--- src/rtl/wr_status_pkg.sv ---
package wr_status_pkg;
  localparam int unsigned LANE_W   = 8;
  localparam int unsigned POLL_BIT = 7;
  localparam int unsigned TOG_BIT  = 6;
  localparam int unsigned LOW_W    = TOG_BIT;

  typedef logic [LANE_W-1:0] lane_t;

  // status byte shown while a lane is busy
  function automatic lane_t poll_byte(input lane_t last_b, input logic addr_hit,
                                      input logic tog);
    lane_t r;
    r = last_b;
    r[POLL_BIT] = addr_hit ? ~last_b[POLL_BIT] : last_b[POLL_BIT];
    r[TOG_BIT]  = tog;
    return r;
  endfunction
endpackage

--- src/rtl/rd_qualify.sv ---
module rd_qualify (
  input  logic clk_i,
  input  logic rst_ni,
  input  logic ce_ni,
  input  logic oe_ni,
  input  logic we_ni,
  input  logic rd_strobe_i,
  output logic rd_en_o,
  output logic rd_done_o
);
  logic qual;
  logic qual_q;

  assign rd_en_o = ~ce_ni & ~oe_ni & we_ni;
  assign qual    = rd_strobe_i & rd_en_o;

  always_ff @(posedge clk_i or negedge rst_ni) begin
    if (!rst_ni) qual_q <= 1'b0;
    else         qual_q <= qual;
  end

  // a read completes when its qualified strobe ends
  assign rd_done_o = qual_q & ~qual;
endmodule

--- src/rtl/toggle_lane.sv ---
module toggle_lane #(
  parameter logic TOG_INIT = 1'b0
) (
  input  logic clk_i,
  input  logic rst_ni,
  input  logic busy_i,
  input  logic rd_done_i,
  output logic tog_o
);
  logic tog_q;

  always_ff @(posedge clk_i or negedge rst_ni) begin
    if (!rst_ni)        tog_q <= TOG_INIT;
    else if (!busy_i)   tog_q <= TOG_INIT;
    else if (rd_done_i) tog_q <= ~tog_q;
  end

  assign tog_o = tog_q;
endmodule

--- src/rtl/poll_lane_mux.sv ---
module poll_lane_mux
  import wr_status_pkg::*;
(
  input  logic  busy_i,
  input  logic  addr_hit_i,
  input  logic  tog_i,
  input  lane_t last_i,
  input  lane_t array_i,
  output lane_t byte_o
);
  always_comb begin
    if (busy_i) byte_o = poll_byte(last_i, addr_hit_i, tog_i);
    else        byte_o = array_i;
  end
endmodule

--- src/rtl/wr_status_readback.sv ---
module wr_status_readback
  import wr_status_pkg::*;
#(
  parameter int unsigned LANES  = 4,
  parameter int unsigned ADDR_W = 17,
  parameter logic        TOG_INIT = 1'b0,
  localparam int unsigned DATA_W = LANES * LANE_W
) (
  input  logic              clk_i,
  input  logic              rst_ni,
  input  logic [LANES-1:0]  busy_i,
  input  logic [ADDR_W-1:0] last_addr_i,
  input  logic [DATA_W-1:0] last_data_i,
  input  logic              ce_ni,
  input  logic              oe_ni,
  input  logic              we_ni,
  input  logic              rd_strobe_i,
  input  logic [ADDR_W-1:0] rd_addr_i,
  input  logic [DATA_W-1:0] array_data_i,
  output logic [DATA_W-1:0] data_o,
  output logic              data_oe_o
);
  logic              rd_en;
  logic              rd_done;
  logic              addr_hit;
  logic [LANES-1:0]  lane_tog;
  logic [DATA_W-1:0] lane_bus;

  rd_qualify i_rd_qualify (
    .clk_i      (clk_i),
    .rst_ni     (rst_ni),
    .ce_ni      (ce_ni),
    .oe_ni      (oe_ni),
    .we_ni      (we_ni),
    .rd_strobe_i(rd_strobe_i),
    .rd_en_o    (rd_en),
    .rd_done_o  (rd_done)
  );

  assign addr_hit = (rd_addr_i == last_addr_i);

  for (genvar l = 0; l < LANES; l++) begin : g_lane
    toggle_lane #(.TOG_INIT(TOG_INIT)) i_toggle_lane (
      .clk_i    (clk_i),
      .rst_ni   (rst_ni),
      .busy_i   (busy_i[l]),
      .rd_done_i(rd_done),
      .tog_o    (lane_tog[l])
    );

    poll_lane_mux i_poll_lane_mux (
      .busy_i    (busy_i[l]),
      .addr_hit_i(addr_hit),
      .tog_i     (lane_tog[l]),
      .last_i    (last_data_i[l*LANE_W +: LANE_W]),
      .array_i   (array_data_i[l*LANE_W +: LANE_W]),
      .byte_o    (lane_bus[l*LANE_W +: LANE_W])
    );
  end

  assign data_oe_o = rd_en;
  assign data_o    = rd_en ? lane_bus : '0;
endmodule

--- config.mk ---
export PLATFORM = sky130hd
export DESIGN_NAME = wr_status_readback
export DESIGN_NICKNAME = d
export VERILOG_FILES = /design/src/rtl/wr_status_pkg.sv /design/src/rtl/rd_qualify.sv /design/src/rtl/toggle_lane.sv /design/src/rtl/poll_lane_mux.sv /design/src/rtl/wr_status_readback.sv
export SDC_FILE = /design/constraint.sdc
export NUM_CORES = 1
export LEC_CHECK = 0
export BUFFER_PORTS_ARGS = -buffer_cell sky130_fd_sc_hd__buf_4
export CAP_MARGIN = 20
export CORE_MARGIN = 2
export CORE_UTILIZATION = 29
export DETAILED_ROUTE_END_ITERATION = 16
export GPL_ROUTABILITY_DRIVEN = 0
export PLACE_DENSITY = 0.79
export SLEW_MARGIN = 10
export SYNTH_ARGS = -nofsm -noshare
export SYNTH_HDL_FRONTEND = slang
export SYNTH_SLANG_ARGS = --single-unit
--- constraint.sdc ---
create_clock -name clk_i -period 1.93 [get_ports clk_i]
set_input_delay 0.386 -clock clk_i [delete_from_list [all_inputs] [get_ports clk_i]]
set_output_delay 0.386 -clock clk_i [all_outputs]
set_load 0.01 [all_outputs]
======== Yosys cells after proc, flatten, opt, wreduce, memory -nomap -nowiden ========
Index checks and enable logic that the tools add are counted.
storage, ports and cells
  register bits after elaboration ......... 5
  input bits .............................. 108
  output and inout port bits .............. 33
  word-level logic and storage cells ...... 42
operators by class
  equal/unequal tests ..................... 5
  multiplexer cells ....................... 17
  bitwise logic cells ..................... 15
operators by type and width
  kind                count
  $mux 32             1
  $mux 8              4
  $eq 17x17->1        1
  $mux 1              12
  $not 1->1           11
  $ne 2x1->1 const B  4
  $and 1x1->1         4

======== Logic depth before layout (Yosys ltp) ========
Gate-level depths: netlist of run 1.
  word-level depth ........................ 8
  gate-level depth with buffers ........... 8
  mapped depth without buffers ............ 7

======== By module ========
Synthesis of run 1 repeated with hierarchy kept, for this count alone.
second synthesis, totals
  cells, all modules ...................... 118
  area total of the unflattened synthesis .. 1,151.1 µm²
modules (own cells, without submodules)
  module              times used  cells an instance  area each (µm²)  sequential area each (µm²)
  poll_lane_mux       4           11                 133.9            0.0
  wr_status_readback  1           58                 401.6            0.0
  toggle_lane         4           3                  40.0             25.0
  rd_qualify          1           4                  53.8             25.0

======== Worst setup path before layout of run 1 ========
OpenSTA, ideal clock, no wires.
  path type ............................... input to output
  from .................................... input last_addr_i[1]
  to ...................................... output data_o[15]
  arrival time ............................ 1,584 ps
  required time ........................... 1,544 ps
  path slack .............................. -40 ps
  cell stages on the path ................. 5
  path buffers ............................ 0
  path through ............................ xor2_1 nor4_1 nand4_1 or3_1 a31oi_1
between the ends
  word-level cells in the longest chain between the ends .. 4
RTL lines
  what             line                      RTL
  start, declared  wr_status_readback.sv:12  input logic [ADDR_W-1:0] last_addr_i,
  $eq 17x17->1     wr_status_readback.sv:40  assign addr_hit = (rd_addr_i == last_addr_i);
  $mux 1           wr_status_pkg.sv:14       r[POLL_BIT] = addr_hit ? ~last_b[POLL_BIT] : last_b[POLL_BIT];
  $mux 8           poll_lane_mux.sv:12       if (busy_i) byte_o = poll_byte(last_i, addr_hit_i, tog_i);
  $mux 32          wr_status_readback.sv:62  assign data_o = rd_en ? lane_bus : '0;
  end, declared    wr_status_readback.sv:20  output logic [DATA_W-1:0] data_o,
No other way between the ends.

======== Final worst setup path of run 1 ========
  from .................................... input last_addr_i[5]
  to ...................................... output data_o[31]
Same word-level chain as after synthesis.

==> results.ini, run 1 <==
[cells_and_area]
final_common_cell=buf_4
regArea_um2=125.1
most-common-layout-cells=buf_4, nor2_1, mux2i_1
insertedDiodeCount=0
nets=365
finalInstanceArea_mm2=0.002033
area_growth_syn_to_layout_pct=126.3
drive_gt1_frac=0.5742
multi_input_comb_area_um2=775.7
final_cells=289
num-fill-cells=278

[setup_path]
critPathMaxStageDelay_ns=0.32
crit_slowest_cell=or3_1
crit_type=in2out
critPathBufInv=3
worst-path-max-fanout=8
crit_top_cell=buf_4
path_delay_family=simple AND/OR/NAND/NOR gates
path_cells=buf_4, xor2_1, nor4_1, nand4_1, buf_4, or3_1, a31oi_2, buf_4
required_ns=1.54
start_kind=primary input
crit_arrival_ns=1.82
endpoint_kind=primary output

[sta]
post-route-min-period_ns=2.202
fmax_mhz=454.2
final_max_slew_viol_count=0
skew_ns=0.0005916
max_slew.worst_pin.slew_ns=0.2864
setup_tns_ns=-1.004
setup_violations=4
hold-worst-slack_ns=0.3770
timing.final.crit_share=1.141
relSlewSlack=0.8090
setup_ws_ns=-0.2719
rsz0062_at_grt=true
hold_viol=0

[logic_synthesis]
syn_inst=121
yosys_register_bits=5
yosysTopAreaCellShare=0.3120
yosysTopAreaCell=mux2i_1
yosysSeqAreaShare=0.1393
synth_compound_area_frac=0.07242
synth-simple-area-share=0.2326
synth_area_um2=898.4
synthAdderAreaFrac=0
synth_cell_types=18
syn_nets=229
synth_top_family_by_area=multiplexers
muxShareOfSynthArea=0.3120
yosys_warnings=0
synth_xor_area_frac=0.2047
synth_area_leaders=mux2i_1, dfrtp_1, xor2_1
avgSynthCellArea_um2=7.424

[placement]
portBuffers=136
dp_hpwl_um=2924
dp.cells=283
dpl_cell_area_mm2=0.001962

[floorplan]
io_pins=141
row_count=20
die_area_mm2=0.003559
initial_core_util=0.2992
core-area_mm2=0.003003
die_h_um=59.66
die_x_um=59.66

[routing]
totalWireLength_um=3453
drt_iter0_drc=39
vias=1363
ant_nets=0
firstDrtPassIters=4
wl_per_cell_um=11.95
drc=0
vias_per_cell=4.716

[grt]
grt_first_pass_wirelength_um=4974
grt_max_degree=29
grt_overflow=0
antenna_found_initial=0
grt_usage=0.1776
first_global_vias=1211

[clocking]
root_buffer=clkbuf_4
clk_pin_slew_ns=0.04
clock-sinks=5
cts_buffers=3
clk_latency_ns=0.24
clock_path_buffers=2
cts_tree=built
htree_levels=1

[worst_hold_path]
hp-class=in2reg

[power_and_ir_drop]
p_leak_uw=0.001108
p_total_uw=565.3
ir_drop_mv=0.1223
powerDensity_mw_per_mm2=278.0

[status]
failed_checks=negative setup slack
status=complete, but fails checks

[job]
max_cap_violations=0

worst reg2reg max path, stage by stage (launching register included):
cell      delay, ns
dfrtp_1        0.35
nand2b_1       0.20
xnor2_1        0.09
and2_1         0.15
power breakdown:
part | switching, uW | total (uW) | leakage [uW] | internal, uW
combinational | 119 | 336 | 0.00102 | 217
sequential | 2.19 | 111 | 0.0000688 | 109
clock | 40.2 | 118 | 0.0000150 | 78.0
state kept, by name, summed over array words and instances, names as in the netlist:
name,cells
g_lane.i_toggle_lane.tog_o,4
i_rd_qualify.qual_q,1
repair_timing:
item,4_1_cts,5_1_grt
pin swaps,6,1
gates cloned,0,0
hold buffers,1,0
gates resized for setup,4,2
endpoints found under the setup margin,4,4
setup buffers,1,0
hold endpoints to repair,5,0
final timing paths:
kind	from	to	slack (ns)	cells after the start
worst max-delay path	last_addr_i[5]	data_o[31]	-0.27	8
min in group asynchronous	rst_ni	i_rd_qualify.qual_q	0.48	2
worst min-delay path	rd_strobe_i	i_rd_qualify.qual_q	0.38	2
worst min register to register	g_lane[1].i_toggle_lane.tog_o	g_lane[1].i_toggle_lane.tog_o	0.61	2
max in group asynchronous	rst_ni	g_lane[0].i_toggle_lane.tog_o	1.34	2
worst max register to register	i_rd_qualify.qual_q	g_lane[0].i_toggle_lane.tog_o	1.02	3
logic make-up after synthesis:
logic type / Yosys count
compound gates: 12
flops: 5
buf+inv: 9
simple gates: 46
xor+xnor: 21
mux: 28
metal layers:
layer / track usage / part of all wire / vias to the layer above
met5: 0 / 0 / -
met4: 0.06984 / 0.0084 / 0
met3: 0.02381 / 0.061 / 4
met2: 0.3385 / 0.56 / 52
met1: 0.1942 / 0.37 / 622
li1: - / - / 685
synth_stat cells:
cell type and instances:
nand4_1 1, inv_1 1, clkbuf_2 1, xor2_1 14, or3_1 4, a31oi_1 4
nand2b_1 1, dfrtp_1 5, nand3_1 1, clkbuf_1 6, nor2_1 30, nor4_1 3
nand2_1 1, mux2i_1 28, xnor2_1 7, buf_1 1, and2_1 5, o21ai_0 8
layout make-up:
type / instances / area share
timing repair buffer: 139 / 0.5218
clock buffer: 4 / 0.01292
sequential: 5 / 0.06154
tap: 33 / 0.02031
inverter: 1 / 0.001846
multi-input combinational: 107 / 0.3815
per-stage QoR:
| stage | util | setup slack (ns) |
|---|---|---|
| 6_report | 0.6771 | -0.2719 |
| 5_1_grt | 0.6771 | -0.3563 |
| 4_1_cts | 0.6729 | -0.3190 |
| 3_5_place_dp | 0.6533 | -0.4164 |
| 3_3_place_gp | 0.6533 | -0.3821 |
| 2_1_floorplan | - | -0.006742 |
Note: power is estimated with default switching activity, not from simulation.
==> run 2: changes to the inputs <==
- ABC_AREA: default -> 1
- CORE_UTILIZATION: 29 -> 33
- PLACE_DENSITY: 0.79 -> 0.81
==> run 2 against run 1 <==
Net effect: the flow now finishes without violations; synthesized cell count grew 75%; first-iteration DRC count grew 21%; maximum frequency grew 20%; global-route usage grew 2.9 points; sequential power is essentially flat; clock skew grew 0.0051 ns; routed wire length grew 16%; count of clock-buffer cells in the layout is the same; power grew 5.9%; critical path type unchanged.
==> results.ini, run 2 <==
[status]
status=completed

[cells_and_area]
most-common-layout-cells=buf_4, nand2_1, inv_1, a21oi_1, nor2_1
drive_gt1_frac=0.4598  ; -0.1144
num-fill-cells=295  ; +6.1%
final_common_cell=buf_4
nets=457  ; +25%
regArea_um2=125.1  ; unchanged
area_growth_syn_to_layout_pct=101.5
multi_input_comb_area_um2=840.8  ; +8.4%
insertedDiodeCount=0  ; unchanged
largest_reg_flops=4  ; unchanged

[logic_synthesis]
synthArstFlopShare=1.000  ; unchanged
synth_area_mm2=0.001115  ; +24%
synth_most_common_cell=nand2_1
avgSynthCellArea_um2=5.259  ; -29%
yosys_register_bits=5  ; unchanged
syn_inst=212  ; +75%
syn_nets=320  ; +40%
yosysTopAreaCellShare=0.2862  ; -0.02578
synth_common_cells=nand2_1, inv_1, a21oi_1
ys.flop_type=dfrtp_1
yosysSeqAreaShare=0.1122  ; -0.02704
synth_cell_types=20  ; +2
synth_area_leaders=nand2_1, a21oi_1, inv_1
yosys_warnings=0  ; unchanged
yosysTopAreaCell=nand2_1
synth_edf_count=0  ; unchanged

[setup_path]
endpoint_kind=primary output
required_ns=1.54  ; about the same
worst-path-max-fanout=5  ; -3
crit_arrival_ns=1.44  ; -0.38 ns
crit_type=in2out
start_kind=primary input

[clocking]
clk_pin_slew_ns=0.04  ; about the same
root_buffer=clkbuf_4
clock-sinks=5  ; unchanged
cts_buffers=3  ; unchanged
htree_levels=1  ; unchanged
clk_latency_ns=0.24  ; about the same
cts_setup_buffers=0  ; -1
clock_path_buffers=2  ; unchanged
cts_tree=built

[worst_hold_path]
hp-class=in2reg

[floorplan]
die_area_mm2=0.003859  ; +8.4%
die_x_um=62.12  ; +4.1%
io_pins=141  ; unchanged
die_h_um=62.12  ; +4.1%
core-area_mm2=0.003284  ; +9.4%
row_count=21  ; +5.0%
initial_core_util=0.3394  ; +0.04026

[sta]
skew_ns=0.005728  ; +0.005136 ns
rsz0062_at_grt=true
setup_ws_ns=0.1009  ; +0.3728 ns
fmax_mhz=546.7  ; +20%
setup_violations=0  ; -4
max_slew.worst_pin.slew_ns=0.3545  ; +0.06808 ns
setup_tns_ns=0  ; +1.004 ns
hold_viol=0  ; unchanged
final_max_slew_viol_count=0  ; unchanged
timing.final.crit_share=0.9477  ; -0.1931
post-route-min-period_ns=1.829  ; -0.3728 ns
relSlewSlack=0.7636  ; -0.04542
hold-worst-slack_ns=0.4174  ; +0.04032 ns

[routing]
totalWireLength_um=4010  ; +16%
firstDrtPassIters=4  ; unchanged
vias_per_cell=4.485  ; -4.9%
vias=1767  ; +30%
drt_iter0_drc=47  ; +21%
wl_per_cell_um=10.18  ; -15%
ant_nets=0  ; unchanged
drc=0  ; unchanged

[grt]
grt_first_pass_wirelength_um=6748  ; +36%
antenna_found_initial=0  ; unchanged
grt_max_degree=18  ; -38%
first_global_vias=1698  ; +40%
grt_overflow=0  ; unchanged
grt_usage=0.2063  ; +0.02860

[job]
max_cap_violations=0  ; unchanged

[power_and_ir_drop]
powerDensity_mw_per_mm2=266.5  ; -4.1%
ir_drop_mv=0.1898  ; +55%
p_total_uw=598.6  ; +5.9%
p_leak_uw=0.001357  ; +23%

[placement]
portBuffers=136  ; unchanged
dp_hpwl_um=3319  ; +13%
post-place-ws_ns=0.08374  ; +0.5001 ns

run 2: timing repair:
action / CTS / global route
resized for setup: 0 / 15
setup endpoints to repair: 0 / 4
hold endpoints to repair: 5 / 0
hold buffers: 1 / 0
run 2: area by class of cell:
type | count | area share
Clock buffer | 4 | 0.01170
Inverter | 34 | 0.05682
Multi-Input combinational cell | 166 | 0.3744
Sequential cell | 5 | 0.05571
Tap cell | 46 | 0.02563
Timing Repair Buffer | 139 | 0.4758
run 2: per-stage QoR:
step           utilization  instance area (um^2)  instances
2_1_floorplan            -                  1115        212
3_3_place_gp        0.6575                  2160        389
3_5_place_dp        0.6575                  2160        389
4_1_cts             0.6686                  2196        394
5_1_grt             0.6838                  2246        394
6_report            0.6838                  2246        394
run 2: cells by family (layout without fill, tap and decap cells):
family,count (synthesis),after routing,share of synthesized area
compound gates,40,40,0.1829
xor+xnor,8,8,0.06285
buf+inv,41,177,0.1582
flops,5,5,0.1122
simple gates,118,118,0.4837
run 2: worst max-delay path, cell delays in order:
cell	delay (ns)
buf_6	0.09
xor2_1	0.14
nor2_1	0.12
nand2_2	0.10
nor2_8	0.15
nand3_4	0.10
nand2_2	0.08
nand3_2	0.06
nand2_2	0.07
inv_2	0.03
buf_6	0.11
run 2: where the power goes:
group | total (uW) | leakage, uW | switching (uW) | internal, uW
registers | 110 | 0.0000687 | 1.19 | 109
clock network | 119 | 0.0000150 | 40.9 | 78.1
logic | 370 | 0.00127 | 156 | 214
total | 599 | 0.00136 | 198 | 401
run 2: final timing paths:
check                      slack (ns)  cells after the start                       endpoint                     startpoint
hold / removal                   0.42                      3            i_rd_qualify.qual_q                    rd_strobe_i
setup reg to reg                 1.09                      3  g_lane[1].i_toggle_lane.tog_o            i_rd_qualify.qual_q
max in group asynchronous        1.33                      2  g_lane[1].i_toggle_lane.tog_o                         rst_ni
hold reg to reg                  0.52                      2  g_lane[2].i_toggle_lane.tog_o  g_lane[2].i_toggle_lane.tog_o
min in group asynchronous        0.49                      2  g_lane[3].i_toggle_lane.tog_o                         rst_ni
setup / recovery                 0.10                     11                     data_o[15]                   rd_addr_i[8]
run 2: metal layers:
metal | share of wire | track usage | routed length (um) | vias to the layer above
li1 | - | - | - | 922
met2 | 0.50 | 0.3995 | 2023 | 96
met5 | 0 | 0 | 0 | -
met3 | 0.12 | 0.07428 | 483 | 2
met1 | 0.37 | 0.2182 | 1485 | 747
met4 | 0.0047 | 0.02500 | 19 | 0
==> run 3: changes to the inputs <==
- clock period: 1.93 -> 1.9 ns (I/O delays scaled with it)
==> run 3 against run 2 <==
Net effect: core utilization decreased by 0.42 points; design area decreased by 0.61%; critical path type unchanged; power increased by 0.91%; largest cell class unchanged; worst setup slack got worse by 0.0037 ns; clock power about the same; critical endpoint is now data_o[23].
==> results.ini, run 3 (synthesis results as in run 2) <==
[setup_path]
endpoint_kind=primary output
worst-path-max-fanout=5  ; unchanged
start_kind=primary input
required_ns=1.52  ; -0.02 ns
crit_type=in2out
crit_arrival_ns=1.42  ; -0.02 ns

[sta]
post-route-min-period_ns=1.803
rsz0062_at_grt=true
timing.final.crit_share=0.9489
setup_ws_ns=0.09713  ; -0.003730 ns
skew_ns=0.0002439  ; -0.005484 ns
final_max_slew_viol_count=0  ; unchanged
setup_tns_ns=0  ; unchanged
hold-worst-slack_ns=0.4025  ; -0.01486 ns
fmax_mhz=554.7
max_slew.worst_pin.slew_ns=0.3322  ; -0.02228 ns
relSlewSlack=0.7785  ; +0.01485
setup_violations=0  ; unchanged
hold_viol=0  ; unchanged

[placement]
dp.cells=389  ; unchanged
post-place-ws_ns=0.07216  ; -0.01158 ns
portBuffers=136  ; unchanged
dp_hpwl_um=3371  ; +1.6%

[grt]
first_global_vias=1734  ; +2.1%
grt_first_pass_wirelength_um=6837  ; +1.3%
grt_usage=0.2063  ; about the same
grt_overflow=0  ; unchanged
grt_max_degree=18  ; unchanged
antenna_found_initial=0  ; unchanged

[clocking]
clk_pin_slew_ns=0.04  ; about the same
clk_latency_ns=0.24  ; about the same
root_buffer=clkbuf_4
cts_tree=built
htree_levels=1  ; unchanged
clock_path_buffers=2  ; unchanged
cts_buffers=3  ; unchanged
clock-sinks=5  ; unchanged

[floorplan]
io_pins=141  ; unchanged
row_count=21  ; unchanged
die_area_mm2=0.003859  ; unchanged
die_x_um=62.12  ; unchanged
initial_core_util=0.3394  ; unchanged
die_h_um=62.12  ; unchanged
core-area_mm2=0.003284  ; unchanged

[routing]
vias_per_cell=4.467  ; -0.40%
wl_per_cell_um=9.977  ; -2.0%
drt_iter0_drc=80  ; +70%
vias=1760  ; -0.40%
drc=0  ; unchanged
ant_nets=0  ; unchanged
firstDrtPassIters=4  ; unchanged
totalWireLength_um=3931  ; -2.0%

[cells_and_area]
drive_gt1_frac=0.4511  ; -0.008621
largest_reg_flops=4  ; unchanged
final_common_cell=buf_4
most-common-layout-cells=buf_4, nand2_1, inv_1
area_growth_syn_to_layout_pct=100.2
final_cells=394  ; unchanged
nets=457  ; unchanged
insertedDiodeCount=0  ; unchanged
fin_util=0.6796  ; -0.004191

[power_and_ir_drop]
ir_drop_mv=0.1653  ; -13%
powerDensity_mw_per_mm2=270.6  ; +1.5%
p_leak_uw=0.001359  ; +0.12%

[worst_hold_path]
hp-class=in2reg

[status]
status=completed

[job]
max_cap_violations=0  ; unchanged

-- run 3: cell count changes in the layout (fill, tap and decap cells not counted) --
cell	before	now
inv_1	32	34
inv_2	2	0
buf_4	132	133
buf_6	6	5
nand3_1	3	4
nand3_2	2	1
nor2_2	4	5
nor2_4	1	0
-- run 3: path summary, 6_finish.rpt --
check / slack, ns / startpoint / endpoint / cells past startpoint
worst min-delay path: 0.40 / rd_strobe_i / i_rd_qualify.qual_q / 3
worst max-delay path: 0.1 / last_addr_i[8] / data_o[23] / 11
worst max register to register: 1.10 / i_rd_qualify.qual_q / g_lane[1].i_toggle_lane.tog_o / 3
max in group asynchronous: 1.32 / rst_ni / g_lane[0].i_toggle_lane.tog_o / 2
min in group asynchronous: 0.48 / rst_ni / g_lane[3].i_toggle_lane.tog_o / 2
worst min register to register: 0.53 / g_lane[3].i_toggle_lane.tog_o / g_lane[3].i_toggle_lane.tog_o / 2
-- run 3: timing repair --
item | CTS | global route
hold buffers | 1 | 0
setup buffers | 0 | 0
hold endpoints to repair | 5 | 0
resized for setup | 0 | 10
setup endpoints to repair | 0 | 4
-- run 3: metal layers --
| layer | up-vias | share of wire | global-route usage |
|---|---|---|---|
| met5 | - | 0 | 0 |
| met4 | 0 | 0 | 0.03333 |
| met3 | 0 | 0.12 | 0.06884 |
| met2 | 91 | 0.51 | 0.4090 |
| met1 | 745 | 0.37 | 0.2106 |
| li1 | 924 | - | - |
-- run 3: per-stage QoR --
step	total power (uW)	area, um^2
floorplan	263.9	1115
global placement	470.8	2160
detailed placement	478.8	2160
CTS	605.3	2196
global route	661.5	2232
finish	604.1	2232
-- run 3: layout make-up --
class	count	area (um^2)
flip-flops and latches	5	125.1
multi-input cells	166	830.8
clock buffers	4	26.28
fillers	316	1052
inverters	34	127.6
well taps	46	57.56
repair buffers	139	1065
-- run 3: critical path, stage by stage --
cell and delay [ns]:
buf_6 0.09, xor2_1 0.15, nor2_1 0.14, nand2_2 0.10, nor2_8 0.13, nand3_4 0.09
nand2_1 0.06, nand3_1 0.06, nand2_1 0.06, inv_1 0.03, buf_4 0.13
-- run 3: where the power goes --
group / internal, uW / switching [uW]
Clock: 79.1 / 39.8
Sequential: 110 / 1.20
Combinational: 218 / 156
Total: 407 / 197
